<file path="config.mk">
export PLATFORM = sky130hd
export DESIGN_NAME = cfb_change_bank
export DESIGN_NICKNAME = d
export VERILOG_FILES = /design/src/rtl/cfb_pkg.sv /design/src/rtl/cfb_port_slot.sv /design/src/rtl/cfb_read_port.sv /design/src/rtl/cfb_change_bank.sv
export SDC_FILE = /design/constraint.sdc
export NUM_CORES = 1
export LEC_CHECK = 0
export ABC_AREA = 1
export BUFFER_PORTS_ARGS = -buffer_cell sky130_fd_sc_hd__buf_4
export CORE_ASPECT_RATIO = 1.5
export CORE_UTILIZATION = 51
export DETAILED_ROUTE_END_ITERATION = 8
export PLACE_DENSITY = 0.77
export SLEW_MARGIN = 20
export SYNTH_ARGS = -nofsm -noshare
export SYNTH_HDL_FRONTEND = slang
export SYNTH_SLANG_ARGS = --single-unit
export TNS_END_PERCENT = 20
</file>
<file path="constraint.sdc">
create_clock -name clk -period 2.6 [get_ports clk]
set_input_delay 0.78 -clock clk [delete_from_list [all_inputs] [get_ports clk]]
set_output_delay 0.78 -clock clk [all_outputs]
set_load 0.05 [all_outputs]
</file>
<file path="src/rtl/cfb_pkg.sv">
package cfb_pkg;

    // Kind of location addressed by a read
    typedef enum logic [1:0] {
        SEL_FLAG = 2'd0,
        SEL_PORT = 2'd1,
        SEL_NONE = 2'd2
    } rd_sel_e;

    typedef struct packed {
        rd_sel_e     kind;
        logic [15:0] idx;
    } rd_dec_t;

    // Number of bus words needed to hold a number of bits
    function automatic int words_for(input int bits, input int width);
        return (bits + width - 1) / width;
    endfunction

    // Address decode: flag words first, then one word per port
    function automatic rd_dec_t decode_addr(input int addr, input int fw, input int n);
        rd_dec_t d;
        if (addr < fw) begin
            d.kind = SEL_FLAG;
            d.idx  = 16'(addr);
        end else if (addr < fw + n) begin
            d.kind = SEL_PORT;
            d.idx  = 16'(addr - fw);
        end else begin
            d.kind = SEL_NONE;
            d.idx  = 16'd0;
        end
        return d;
    endfunction

endpackage

</file>
<file path="src/rtl/cfb_port_slot.sv">
module cfb_port_slot #(
    parameter int PORT_W = 6
) (
    input  logic              clk,
    input  logic              rst,
    input  logic              cap_en,
    input  logic [PORT_W-1:0] d,
    input  logic              clr,
    output logic [PORT_W-1:0] q,
    output logic              flag
);

    logic changed;
    assign changed = cap_en && (d != q);

    always_ff @(posedge clk) begin
        if (rst) begin
            q    <= '0;
            flag <= 1'b1;
        end else begin
            if (cap_en)
                q <= d;
            if (changed)
                flag <= 1'b1;
            else if (clr)
                flag <= 1'b0;
        end
    end

    // New value captured -> flag visible next cycle
    assert_set_on_change_R2: assert property (@(posedge clk) disable iff (rst)
        (cap_en && (d != q)) |=> flag);

    // Equal capture and no read -> flag untouched
    assert_flag_keep_R2: assert property (@(posedge clk) disable iff (rst)
        (!(cap_en && (d != q)) && !clr) |=> $stable(flag));

    // No strobe -> register holds
    assert_hold_value_R1: assert property (@(posedge clk) disable iff (rst)
        !cap_en |=> $stable(q));

    // Read without concurrent change clears; with change, set wins
    assert_clear_on_read_R4: assert property (@(posedge clk) disable iff (rst)
        (clr && !(cap_en && (d != q))) |=> !flag);
    assert_set_priority_R5: assert property (@(posedge clk) disable iff (rst)
        (clr && cap_en && (d != q)) |=> flag);

endmodule

</file>
<file path="src/rtl/cfb_read_port.sv">
module cfb_read_port #(
    parameter int NUM_PORTS = 11,
    parameter int PORT_W    = 6,
    parameter int BUS_W     = 8,
    parameter int ADDR_W    = 4
) (
    input  logic                        clk,
    input  logic                        rst,
    input  logic                        rd_en,
    input  logic [ADDR_W-1:0]           rd_addr,
    input  logic [NUM_PORTS-1:0]        flags,
    input  logic [NUM_PORTS*PORT_W-1:0] q_flat,
    output logic [NUM_PORTS-1:0]        clr_vec,
    output logic [BUS_W-1:0]            rd_data
);
    import cfb_pkg::*;

    localparam int FW        = words_for(NUM_PORTS, BUS_W);
    localparam int LAST_BITS = NUM_PORTS - (FW - 1) * BUS_W;
    localparam logic [BUS_W-1:0] LAST_MASK = BUS_W'((64'd1 << LAST_BITS) - 64'd1);

    rd_dec_t                 dec;
    logic [FW*BUS_W-1:0]     padded;
    logic [BUS_W-1:0]        nxt;

    always_comb begin
        dec = decode_addr(int'(rd_addr), FW, NUM_PORTS);
    end

    always_comb begin
        padded                = '0;
        padded[NUM_PORTS-1:0] = flags;
    end

    // One clear strobe per port
    for (genvar i = 0; i < NUM_PORTS; i++) begin : g_clr
        assign clr_vec[i] = rd_en && (dec.kind == SEL_PORT) && (int'(dec.idx) == i);
    end

    always_comb begin
        nxt = '0;
        for (int k = 0; k < FW; k++) begin
            if (dec.kind == SEL_FLAG && int'(dec.idx) == k)
                nxt = padded[k*BUS_W +: BUS_W];
        end
        for (int p = 0; p < NUM_PORTS; p++) begin
            if (dec.kind == SEL_PORT && int'(dec.idx) == p)
                nxt = BUS_W'(q_flat[p*PORT_W +: PORT_W]);
        end
    end

    always_ff @(posedge clk) begin
        if (rst)
            rd_data <= '0;
        else if (rd_en)
            rd_data <= nxt;
    end

    assert_single_clear_R4: assert property (@(posedge clk) disable iff (rst)
        $onehot0(clr_vec));

    assert_data_hold_R7: assert property (@(posedge clk) disable iff (rst)
        !rd_en |=> $stable(rd_data));

    assert_pad_zero_R3: assert property (@(posedge clk) disable iff (rst)
        (rd_en && int'(rd_addr) == FW - 1) |=> ((rd_data & ~LAST_MASK) == '0));

    assert_empty_addr_R8: assert property (@(posedge clk) disable iff (rst)
        (rd_en && int'(rd_addr) >= FW + NUM_PORTS) |=> (rd_data == '0));

    assert_empty_no_clear_R8: assert property (@(posedge clk) disable iff (rst)
        (int'(rd_addr) >= FW + NUM_PORTS) |-> (clr_vec == '0));

endmodule

</file>
<file path="src/rtl/cfb_change_bank.sv">
module cfb_change_bank #(
    parameter int NUM_PORTS = 11,
    parameter int PORT_W    = 6,
    parameter int BUS_W     = 8,
    parameter int FLAG_WORDS = cfb_pkg::words_for(NUM_PORTS, BUS_W),
    parameter int ADDR_W    = $clog2(FLAG_WORDS + NUM_PORTS)
) (
    input  logic                        clk,
    input  logic                        rst,
    input  logic                        cap_en,
    input  logic [NUM_PORTS*PORT_W-1:0] port_in,
    input  logic                        rd_en,
    input  logic [ADDR_W-1:0]           rd_addr,
    output logic [BUS_W-1:0]            rd_data
);

    logic [NUM_PORTS-1:0]        flags;
    logic [NUM_PORTS-1:0]        clr_vec;
    logic [NUM_PORTS*PORT_W-1:0] q_flat;

    for (genvar i = 0; i < NUM_PORTS; i++) begin : g_slot
        cfb_port_slot #(.PORT_W(PORT_W)) slot_i (
            .clk    (clk),
            .rst    (rst),
            .cap_en (cap_en),
            .d      (port_in[i*PORT_W +: PORT_W]),
            .clr    (clr_vec[i]),
            .q      (q_flat[i*PORT_W +: PORT_W]),
            .flag   (flags[i])
        );
    end

    cfb_read_port #(
        .NUM_PORTS (NUM_PORTS),
        .PORT_W    (PORT_W),
        .BUS_W     (BUS_W),
        .ADDR_W    (ADDR_W)
    ) rdp_i (
        .clk     (clk),
        .rst     (rst),
        .rd_en   (rd_en),
        .rd_addr (rd_addr),
        .flags   (flags),
        .q_flat  (q_flat),
        .clr_vec (clr_vec),
        .rd_data (rd_data)
    );

    // A flag set while nothing is read or captured stays set
    assert_flags_sticky_R4: assert property (@(posedge clk) disable iff (rst)
        (!rd_en && !cap_en) |=> $stable(flags));

endmodule

</file>
==> impl_metrics.ini, run 1 <==
[run_status]
status = finished, violations left
violations = setup timing

[synth]
synth_area_mm2 = 0.00473
syn_avg_cell_area_um2 = 6.94
ys_types = 34
yosysTopAreaCellShare = 0.359
ys_seq_elements = 85
ys_seq_area_frac = 0.359
synthCells = 682
ys_warn_count = 0
synth_top_area_cell = dfxtp_1
syn-num-nets = 758
synth_area_leaders = dfxtp_1, o21ai_0, inv_1

[timing]
tightest_slew_ps = 593
grt_setup_unrepaired = yes
hold_ws_ps = 493
hold_viol_final = 0
fmaxAchievable_ghz = 0.384
period_minus_slack_ps = 2600
max_slew_margin = 0.604
fin_crit_sh = 1.00
setup_viol = 1
slew_violations = 0
final.setup_skew_ps = 5.59
setup_ws_ps = -2.16
fin_setup_tns_ps = -2.16

[layout]
layout-drive-gt1-share = 0.267
stdcell_count = 911
syn_to_final_growth_pct = 33.2
diodes = 0
final_nets = 872
fin_area_mm2 = 0.00631
fillers = 766
multi_input_area_mm2 = 0.00262
regArea_mm2 = 0.00170

[place]
port_buffers = 81
place_area_mm2 = 0.00571
hpwlAfterDp_um = 10100
gp_congestion = 0.894
placed_cells = 886

[clock_tree]
root_buffer = clkbuf_16
cts_max_level = 3
clk_latency_ps = 340
path_clk_slew_ps = 60
cts_made_buffers = 9
cts_tree = yes
cts_num_sinks = 85
ctsHoldBuffers = 0
cts_buffer_depth = 2

[global_routing]
grt_pass1_wl_um = 22400
grt_usage = 0.299
antenna_found_initial = 0
grt.overflow.total = 0
grt_pass1_vias = 4948
grt_max_degree = 80

[power]
p_clk_frac = 0.398
p_sw_frac = 0.274
power_leakage_uw = 0.00287
internal_power_uw = 2680
seqPwrFrac = 0.396
peakVddDrop_mv = 0.491
power_density_mw_per_mm2 = 586
comb_power_share = 0.206
switchingPower_uw = 1010
power_uw = 3690

[drt]
firstDrtPassIters = 5
routed_wl_um = 14100
wl_met1_um = 5330
top_layer = met4
vias = 5197
remaining_drc_errors = 0
drtAntennaViolNets = 0
wl_met3_um = 647
drtIter0Drc = 399
post_drt_wl_per_cell_um = 15.4
wl_met2_um = 7460
drt-vias-per-instance = 5.70

[floorplanning]
die_y_um = 120
core_area_mm2 = 0.00893
start_util = 0.530
rows = 42
die_x_um = 80.7
ioPinCount = 82
dieArea_mm2 = 0.00968

[worst_setup_path]
cp-start-kind = input port
end_kind = flop
critPathArrivalTime_ps = 2830
worst-setup-path-type = input port to flop
critPathMaxFanout = 6
required_ps = 2830

[hold_path]
worstHoldPathType = flop to flop

[run]
drv_cap = 0
worst max-delay path: stages:
cell and delay [ps]:
buf_8 80, inv_4 40, ha_4 150, ha_4 190, inv_8 90, buf_4 120
nand4_1 150, nand3_2 140, nor2_4 60, nand2_2 80, nor2_4 60, buf_4 130
a21oi_2 180, nand3_2 110, nor3_4 150, nand4_1 130, nor2_1 120, nor2_1 40
logic make-up after synthesis:
family,after synthesis,synth area share
AOI/OAI and AO/OA,229,0.272
xor gates and xnor gates,14,0.0259
adders and majority gates,2,0.00528
buffers and inverters,146,0.119
DFF,85,0.359
and+or+nand+nor,206,0.219
state kept, by name, indices dropped and copies added (netlist names):
register / cells
g_slot.slot_i.flag: 11
g_slot.slot_i.q: 66
rdp_i.rd_data: 8
per-stage QoR:
step	setup slack (ps)	util
final	-2.16	0.706
after global routing	-94.6	0.706
after CTS	4.10	0.689
after detailed placement	-638	0.639
after global placement	-539	0.639
after floorplan	17.1	-
metal layers:
layer	up-vias	GRT usage
met5	-	0
met4	0	0.177
met3	50	0.0532
met2	188	0.528
met1	2419	0.324
li1	2540	-
layout make-up:
class	count	share of cell area
clock buffers	12	0.0391
clock inverters	4	0.0151
inverters	119	0.0732
multi-input cells	451	0.416
flip-flops and latches	85	0.270
well taps	110	0.0218
repair buffers	130	0.165
worst paths after layout:
| path | depth (start not counted) | slack, ps | to | from |
|---|---|---|---|---|
| worst max-delay path | 18 | -2 | rdp_i.rd_data[3] | rd_addr[2] |
| worst max register to register | 8 | 1150 | rdp_i.rd_data[3] | g_slot[0].slot_i.q[3] |
| worst min-delay path | 2 | 490 | rdp_i.rd_data[5] | rdp_i.rd_data[5] |
| worst min register to register | 2 | 490 | rdp_i.rd_data[5] | rdp_i.rd_data[5] |
power groups by stage:
stage	clock network [uW]	logic, uW	registers [uW]
after floorplan	0	391	1490
after global placement	0	669	1480
after detailed placement	0	688	1490
after CTS	1480	719	1460
after global routing	1540	837	1470
final	1470	761	1460
synth_stat cells:
master	count
nand3_2	4
a21oi_4	2
buf_2	1
inv_1	109
nand2_1	96
a221oi_1	14
nand4_1	20
inv_2	9
buf_6	1
nand2_2	4
inv_6	1
a211oi_1	1
nor4_1	4
nor2_8	1
nor2_1	30
nand2_4	5
ha_1	2
nor2_2	8
nand3_1	25
o21ai_0	98
xor2_1	12
nand3_4	1
dfxtp_1	85
clkbuf_1	22
xnor2_1	2
nor2_4	6
buf_1	3
nor3_1	2
a21oi_1	75
o21ai_1	1
o31ai_1	7
o22ai_1	29
o22ai_2	1
a21oi_2	1
placed cells by master (no fill, tap or decap), types with 4 or more instances in the layout:
master	count
nor4_1	4
nand3_2	7
o31ai_1	7
a21oi_2	6
clkbuf_16	9
buf_4	122
dfxtp_1	85
nand4_1	20
nor2_2	4
a21oi_1	70
inv_1	106
nand2_4	5
o22ai_1	29
nand2_2	12
xor2_1	12
nor2_1	29
nand3_1	20
nor2_4	11
o21ai_0	97
inv_2	9
a221oi_1	14
nand2_1	88
what timing repair did:
item,CTS,global route
hold endpoints to repair,0,0
setup buffers,7,2
gates resized for setup,12,37
pin swaps,12,26
setup endpoints to repair,5,6
Power figures use the tool's default switching activity.
==> run 2, diff against run 1 <==
--- a/config.mk
+++ b/config.mk
@@ -6,7 +6,7 @@
 export NUM_CORES = 1
 export LEC_CHECK = 0
 export ABC_AREA = 1
-export BUFFER_PORTS_ARGS = -buffer_cell sky130_fd_sc_hd__buf_4
+export BUFFER_PORTS_ARGS = -buffer_cell sky130_fd_sc_hd__buf_2
 export CORE_ASPECT_RATIO = 1.5
 export CORE_UTILIZATION = 51
 export DETAILED_ROUTE_END_ITERATION = 8
==> run 2 against run 1 <==
  * Final cell count is 0.88% lower
  * Utilization is 4.5 points lower
  * Clock skew hardly changed
  * Largest power group is now registers
  * Critical path depth is 3 higher
  * Global-route usage is 2.4 points lower
  * Wire length is 8.7% lower
  * Fmax is 1.7% higher
  * Largest cell class unchanged
  * Total power is 9.7% lower
  * The flow now finishes without violations
  * Combinational power is 11% lower
==> impl_metrics.ini, run 2 (synthesis results as in run 1) <==
[run_status]
status = finished, final reports clean

[clock_tree]
cts_made_buffers = 9
clk_latency_ps = 340
cts_max_level = 3
path_clk_slew_ps = 60
root_buffer = clkbuf_16
cts_tree = yes
cts_buffer_depth = 2
cts_num_sinks = 85

[floorplanning]
ioPinCount = 82
rows = 42
core_area_mm2 = 0.00893
die_x_um = 80.7
dieArea_mm2 = 0.00968
start_util = 0.530
die_y_um = 120

[drt]
drtAntennaViolNets = 0
vias = 4949
remaining_drc_errors = 0
routed_wl_um = 12800
drt-vias-per-instance = 5.48
firstDrtPassIters = 6
post_drt_wl_per_cell_um = 14.2
drtIter0Drc = 391

[timing]
fin_setup_tns_ps = 0
period_minus_slack_ps = 2560
grt_setup_unrepaired = yes
hold_viol_final = 0
setup_viol = 0
tightest_slew_ps = 583
hold_ws_ps = 464
setup_ws_ps = 41.3
final.setup_skew_ps = 5.89
max_slew_margin = 0.611
slew_violations = 0
fmaxAchievable_ghz = 0.391
fin_crit_sh = 0.984

[global_routing]
grt_pass1_vias = 4649
grt_pass1_wl_um = 20800
grt_util_met3 = 0.0517
antenna_found_initial = 0
grt_busiest_layer = met2
grt.overflow.total = 0
grt_usage = 0.275
gr-usage-met2 = 0.492
grt_max_degree = 80
grtUsageMet1 = 0.309

[worst_setup_path]
rrSetupSlack_ps = 1140
cp-start-kind = input port
critPathArrivalTime_ps = 2830
r2r_cells = 6
critPathMaxFanout = 6
r2r_start = g_slot[4].slot_i.q[0]
end_kind = flop
crit-reg2reg-capture = g_slot[4].slot_i.flag
worst-setup-path-type = input port to flop
required_ps = 2870

[power]
p_clk_frac = 0.358
comb_power_share = 0.204
switchingPower_uw = 982
p_sw_frac = 0.294
peakVddDrop_mv = 0.430
seqPwrFrac = 0.438
internal_power_uw = 2350
power_leakage_uw = 0.00270
power_density_mw_per_mm2 = 565

[hold_path]
hold_path.startpoint = rdp_i.rd_data[6]
worstHoldPathType = flop to flop
holdPathEnd = rdp_i.rd_data[6]
min_path_cells = 2

[layout]
reg_top3 = g_slot.slot_i.q: 66 flops, g_slot.slot_i.flag: 11 flops, rdp_i.rd_data: 8 flops
syn_to_final_growth_pct = 24.7
final_core_util = 0.661
final_common_cell = inv_1
fillers = 781
final_cell_mix = inv_1, o21ai_0, nand2_1, dfxtp_1, buf_2
top_register = g_slot.slot_i.q
largest_register_ffs = 66
diodes = 0
final_nets = 864
stdcell_count = 903
layout-drive-gt1-share = 0.240

[place]
dp_slack_ps = -498
hpwlAfterDp_um = 9520
port_buffers = 81
gp_congestion = 0.934
placed_cells = 878

[run]
drv_cap = 0
## run 2: worst max-delay path: stages
cell	delay (ps)
buf_8	100
inv_4	50
ha_4	130
ha_4	180
inv_6	60
a21oi_4	210
inv_2	100
nor2_4	120
buf_12	130
nand2_8	50
nor2_4	100
nand2_1	50
nand2_1	70
nor2_2	60
nand3_1	80
nand2_1	60
nand2_1	70
nand2_2	60
nand4_1	120
nand2_1	80
a21oi_1	140
## run 2: worst max path at each step
stage                           from                to  slack, ps  cells after the start
after global placement    rd_addr[1]  rdp_i.rd_data[4]       -490                     15
after detailed placement  rd_addr[2]  rdp_i.rd_data[3]       -500                     18
after CTS                 rd_addr[2]  rdp_i.rd_data[1]         -3                     21
final                     rd_addr[2]  rdp_i.rd_data[1]         40                     21
after global routing      rd_addr[2]  rdp_i.rd_data[1]       -130                     21
after floorplan           rd_addr[1]  rdp_i.rd_data[0]         20                     18
## run 2: repair_timing
action,in CTS,in global routing
setup endpoints to repair,5,6
setup buffers,0,8
gates cloned,0,1
pin swaps,0,17
resized for setup,4,20
hold buffers,0,0
## run 2: layer usage
layer / vias up / part of all wire
met5: - / 0
met4: 0 / 0.031
met3: 30 / 0.037
met2: 137 / 0.53
met1: 2261 / 0.40
li1: 2521 / -
## run 2: stage by stage
| step | total power [uW] | cell area [um^2] |
|---|---|---|
| after CTS | 3300 | 5740 |
| after floorplan | 1880 | 4730 |
| final | 3340 | 5910 |
| after global placement | 2100 | 5450 |
| after global routing | 3490 | 5910 |
| after detailed placement | 2110 | 5450 |
## run 2: power by group through the flow
stage	clock, uW	combinational, uW	sequential (uW)
after detailed placement	0	627	1490
after floorplan	0	391	1490
after CTS	1210	634	1460
after global routing	1270	756	1470
final	1200	681	1460
after global placement	0	613	1480
## run 2: layout make-up
class,count,area (um^2),area share
Tap cell,110,138,0.0233
Clock inverter,4,22.5,0.00381
Multi-Input combinational cell,452,2560,0.433
Sequential cell,85,1700,0.288
Inverter,119,457,0.0773
Clock buffer,12,256,0.0434
Timing Repair Buffer,121,772,0.131
==> run 3, diff against run 2 <==
--- a/config.mk
+++ b/config.mk
@@ -5,13 +5,12 @@
 export SDC_FILE = /design/constraint.sdc
 export NUM_CORES = 1
 export LEC_CHECK = 0
-export ABC_AREA = 1
 export BUFFER_PORTS_ARGS = -buffer_cell sky130_fd_sc_hd__buf_2
+export CAP_MARGIN = 10
 export CORE_ASPECT_RATIO = 1.5
-export CORE_UTILIZATION = 51
+export CORE_UTILIZATION = 52
 export DETAILED_ROUTE_END_ITERATION = 8
 export PLACE_DENSITY = 0.77
-export SLEW_MARGIN = 20
 export SYNTH_ARGS = -nofsm -noshare
 export SYNTH_HDL_FRONTEND = slang
 export SYNTH_SLANG_ARGS = --single-unit
==> run 3 against run 2 <==
  * Non-clock buffer count rose by 38
  * Clock skew rose by 1.1 ps
  * Critical path depth fell by 12
  * Die area rose by 4.7%
  * Largest power group unchanged
  * Register-to-register slack got worse by 160 ps
  * Flip-flop and latch count did not move
  * Highest routed layer unchanged
  * Combinational power rose by 23%
  * Utilization rose by 2.8 points
  * Sequential share of layout area fell by 2.4 points
==> impl_metrics.ini, run 3 <==
[layout]
largest_register_ffs = 66
diodes = 0
top_register = g_slot.slot_i.q
layout-drive-gt1-share = 0.296
stdcell_count = 828
final_nets = 788
final_core_util = 0.689
fillers = 803
fin_area_mm2 = 0.00645
multi_input_area_mm2 = 0.00326
regArea_mm2 = 0.00170
syn_to_final_growth_pct = 27.5
final_common_cell = nor2_1
reg_top3 = g_slot.slot_i.q: 66 flops, g_slot.slot_i.flag: 11 flops, rdp_i.rd_data: 8 flops
final_cell_mix = nor2_1, dfxtp_1, buf_2, buf_4, mux2i_1

[worst_setup_path]
required_ps = 2830
cpMaxStageDelayCell = o31ai_2
cpMostUsedCell = ha_4
cp-start-kind = input port
critPathMaxFanout = 15
crit_family = compound AO/OA/AOI/OAI gates
crit_buf_inv = 3
end_kind = flop
path_cells = buf_2 -> inv_6 -> ha_4 -> ha_4 -> buf_4 -> o31ai_2 -> and4_1 -> nand2_1 -> a221o_1
cpPeakStageDelay_ps = 470
worst-setup-path-type = input port to flop
critPathArrivalTime_ps = 2820

[power]
peakVddDrop_mv = 0.538
power_leakage_uw = 0.00287
power_density_mw_per_mm2 = 541

[synth]
synth_area_mm2 = 0.00506
yosys-top-cells-count = nor2_1, dfxtp_1, mux2i_1
synth_area_leaders = dfxtp_1, mux2i_1, xor2_1
ys_seq_area_frac = 0.336
async_flop_share = 0
synth_top_area_cell = dfxtp_1
synth_flop_cell = dfxtp_1
yosysTopAreaCellShare = 0.336
syn_avg_cell_area_um2 = 8.77
ys_types = 72
ys_warn_count = 0
synth_edf_count = 0
synthCells = 577
synth.most_common_cell = nor2_1
syn-num-nets = 653
ys_seq_elements = 85

[clock_tree]
cts_tree = yes
cts_num_sinks = 85
clk_latency_ps = 340
ctsHoldBuffers = 0
cts_buffer_depth = 2
cts_max_level = 3
path_clk_slew_ps = 70
root_buffer = clkbuf_16
cts_made_buffers = 9

[global_routing]
antenna_found_initial = 0
grt_usage = 0.333
grt_max_degree = 43
grt.overflow.total = 0
grt_pass1_vias = 4903
grt_pass1_wl_um = 24700

[drt]
post_drt_wl_per_cell_um = 19.5
drtIter0Drc = 371
wl_met3_um = 802
top_layer = met4
routed_wl_um = 16200
drt-vias-per-instance = 6.03
firstDrtPassIters = 5
wl_met1_um = 6370
wl_met2_um = 8180
vias = 4989
remaining_drc_errors = 0
drtAntennaViolNets = 0

[place]
placed_cells = 811
hpwlAfterDp_um = 12500
port_buffers = 81
dp_slack_ps = -364
place_area_mm2 = 0.00614
gp_congestion = 0.973

[floorplanning]
start_util = 0.540
die_x_um = 82.5
core_area_mm2 = 0.00936
dieArea_mm2 = 0.0101
die_y_um = 123
rows = 43
ioPinCount = 82

[timing]
final.setup_skew_ps = 6.96
grt_setup_unrepaired = yes
slew_violations = 0
hold_ws_ps = 478
period_minus_slack_ps = 2590
max_slew_margin = 0.642
setup_ws_ps = 13.8
fmaxAchievable_ghz = 0.387
fin_crit_sh = 0.995
setup_viol = 0
tightest_slew_ps = 532
hold_viol_final = 0

[run_status]
status = finished, final reports clean

[hold_path]
worstHoldPathType = flop to flop

[run]
drv_cap = 0
## run 3: layer usage
| metal | GRT usage | up-vias |
|---|---|---|
| met4 | 0.179 | 0 |
| met1 | 0.374 | 2394 |
| li1 | - | 2364 |
| met3 | 0.0550 | 55 |
| met2 | 0.587 | 176 |
| met5 | 0 | - |
## run 3: worst paths after layout
kind	cells after the start	end	slack, ps	from
min reg2reg	2	rdp_i.rd_data[6]	480	g_slot[6].slot_i.flag
max reg2reg	5	rdp_i.rd_data[4]	980	g_slot[0].slot_i.q[4]
max	9	g_slot[4].slot_i.flag	10	rd_addr[2]
min	2	rdp_i.rd_data[6]	480	g_slot[6].slot_i.flag
## run 3: kinds of logic after synthesis
kind of cell | Yosys count | synth area share
adder cells (fa/ha/maj) | 2 | 0.00495
buffers and inverters | 43 | 0.0391
AO/OA/AOI/OAI | 112 | 0.178
multiplexers | 69 | 0.137
AND/OR/NAND/NOR | 198 | 0.186
XOR/XNOR | 68 | 0.119
flip-flops | 85 | 0.336
## run 3: area by class of cell
type                            count  area share
Inverter                            8     0.00543
Sequential cell                    85       0.264
Clock inverter                      6     0.00718
Timing Repair Buffer              159       0.162
Tap cell                          112      0.0217
Multi-Input combinational cell    449       0.505
Clock buffer                        9      0.0349
## run 3: report_power, final
group	total (uW)	switching, uW	internal [uW]
Sequential	1450	80.6	1370
Combinational	841	450	391
Clock	1190	545	648
## run 3: through the flow
stage	total power [uW]	TNS, ps
after floorplan	1950	-241
after global placement	2280	-3370
after detailed placement	2300	-3630
after CTS	3490	0
after global routing	3630	-195
final	3490	0
## run 3: what timing repair did
| action | 4_1_cts | 5_1_grt |
|---|---|---|
| pin swaps | 1 | 1 |
| resized for setup | 1 | 3 |
| endpoints found under the setup margin | 2 | 9 |
| buffers inserted | 0 | 2 |
## run 3: worst reg2reg max path: cells and delay by family (launching register included)
kind | cells | cell delay [ps]
compound gates | 4 | 1040
flops | 1 | 330
simple gates | 1 | 140
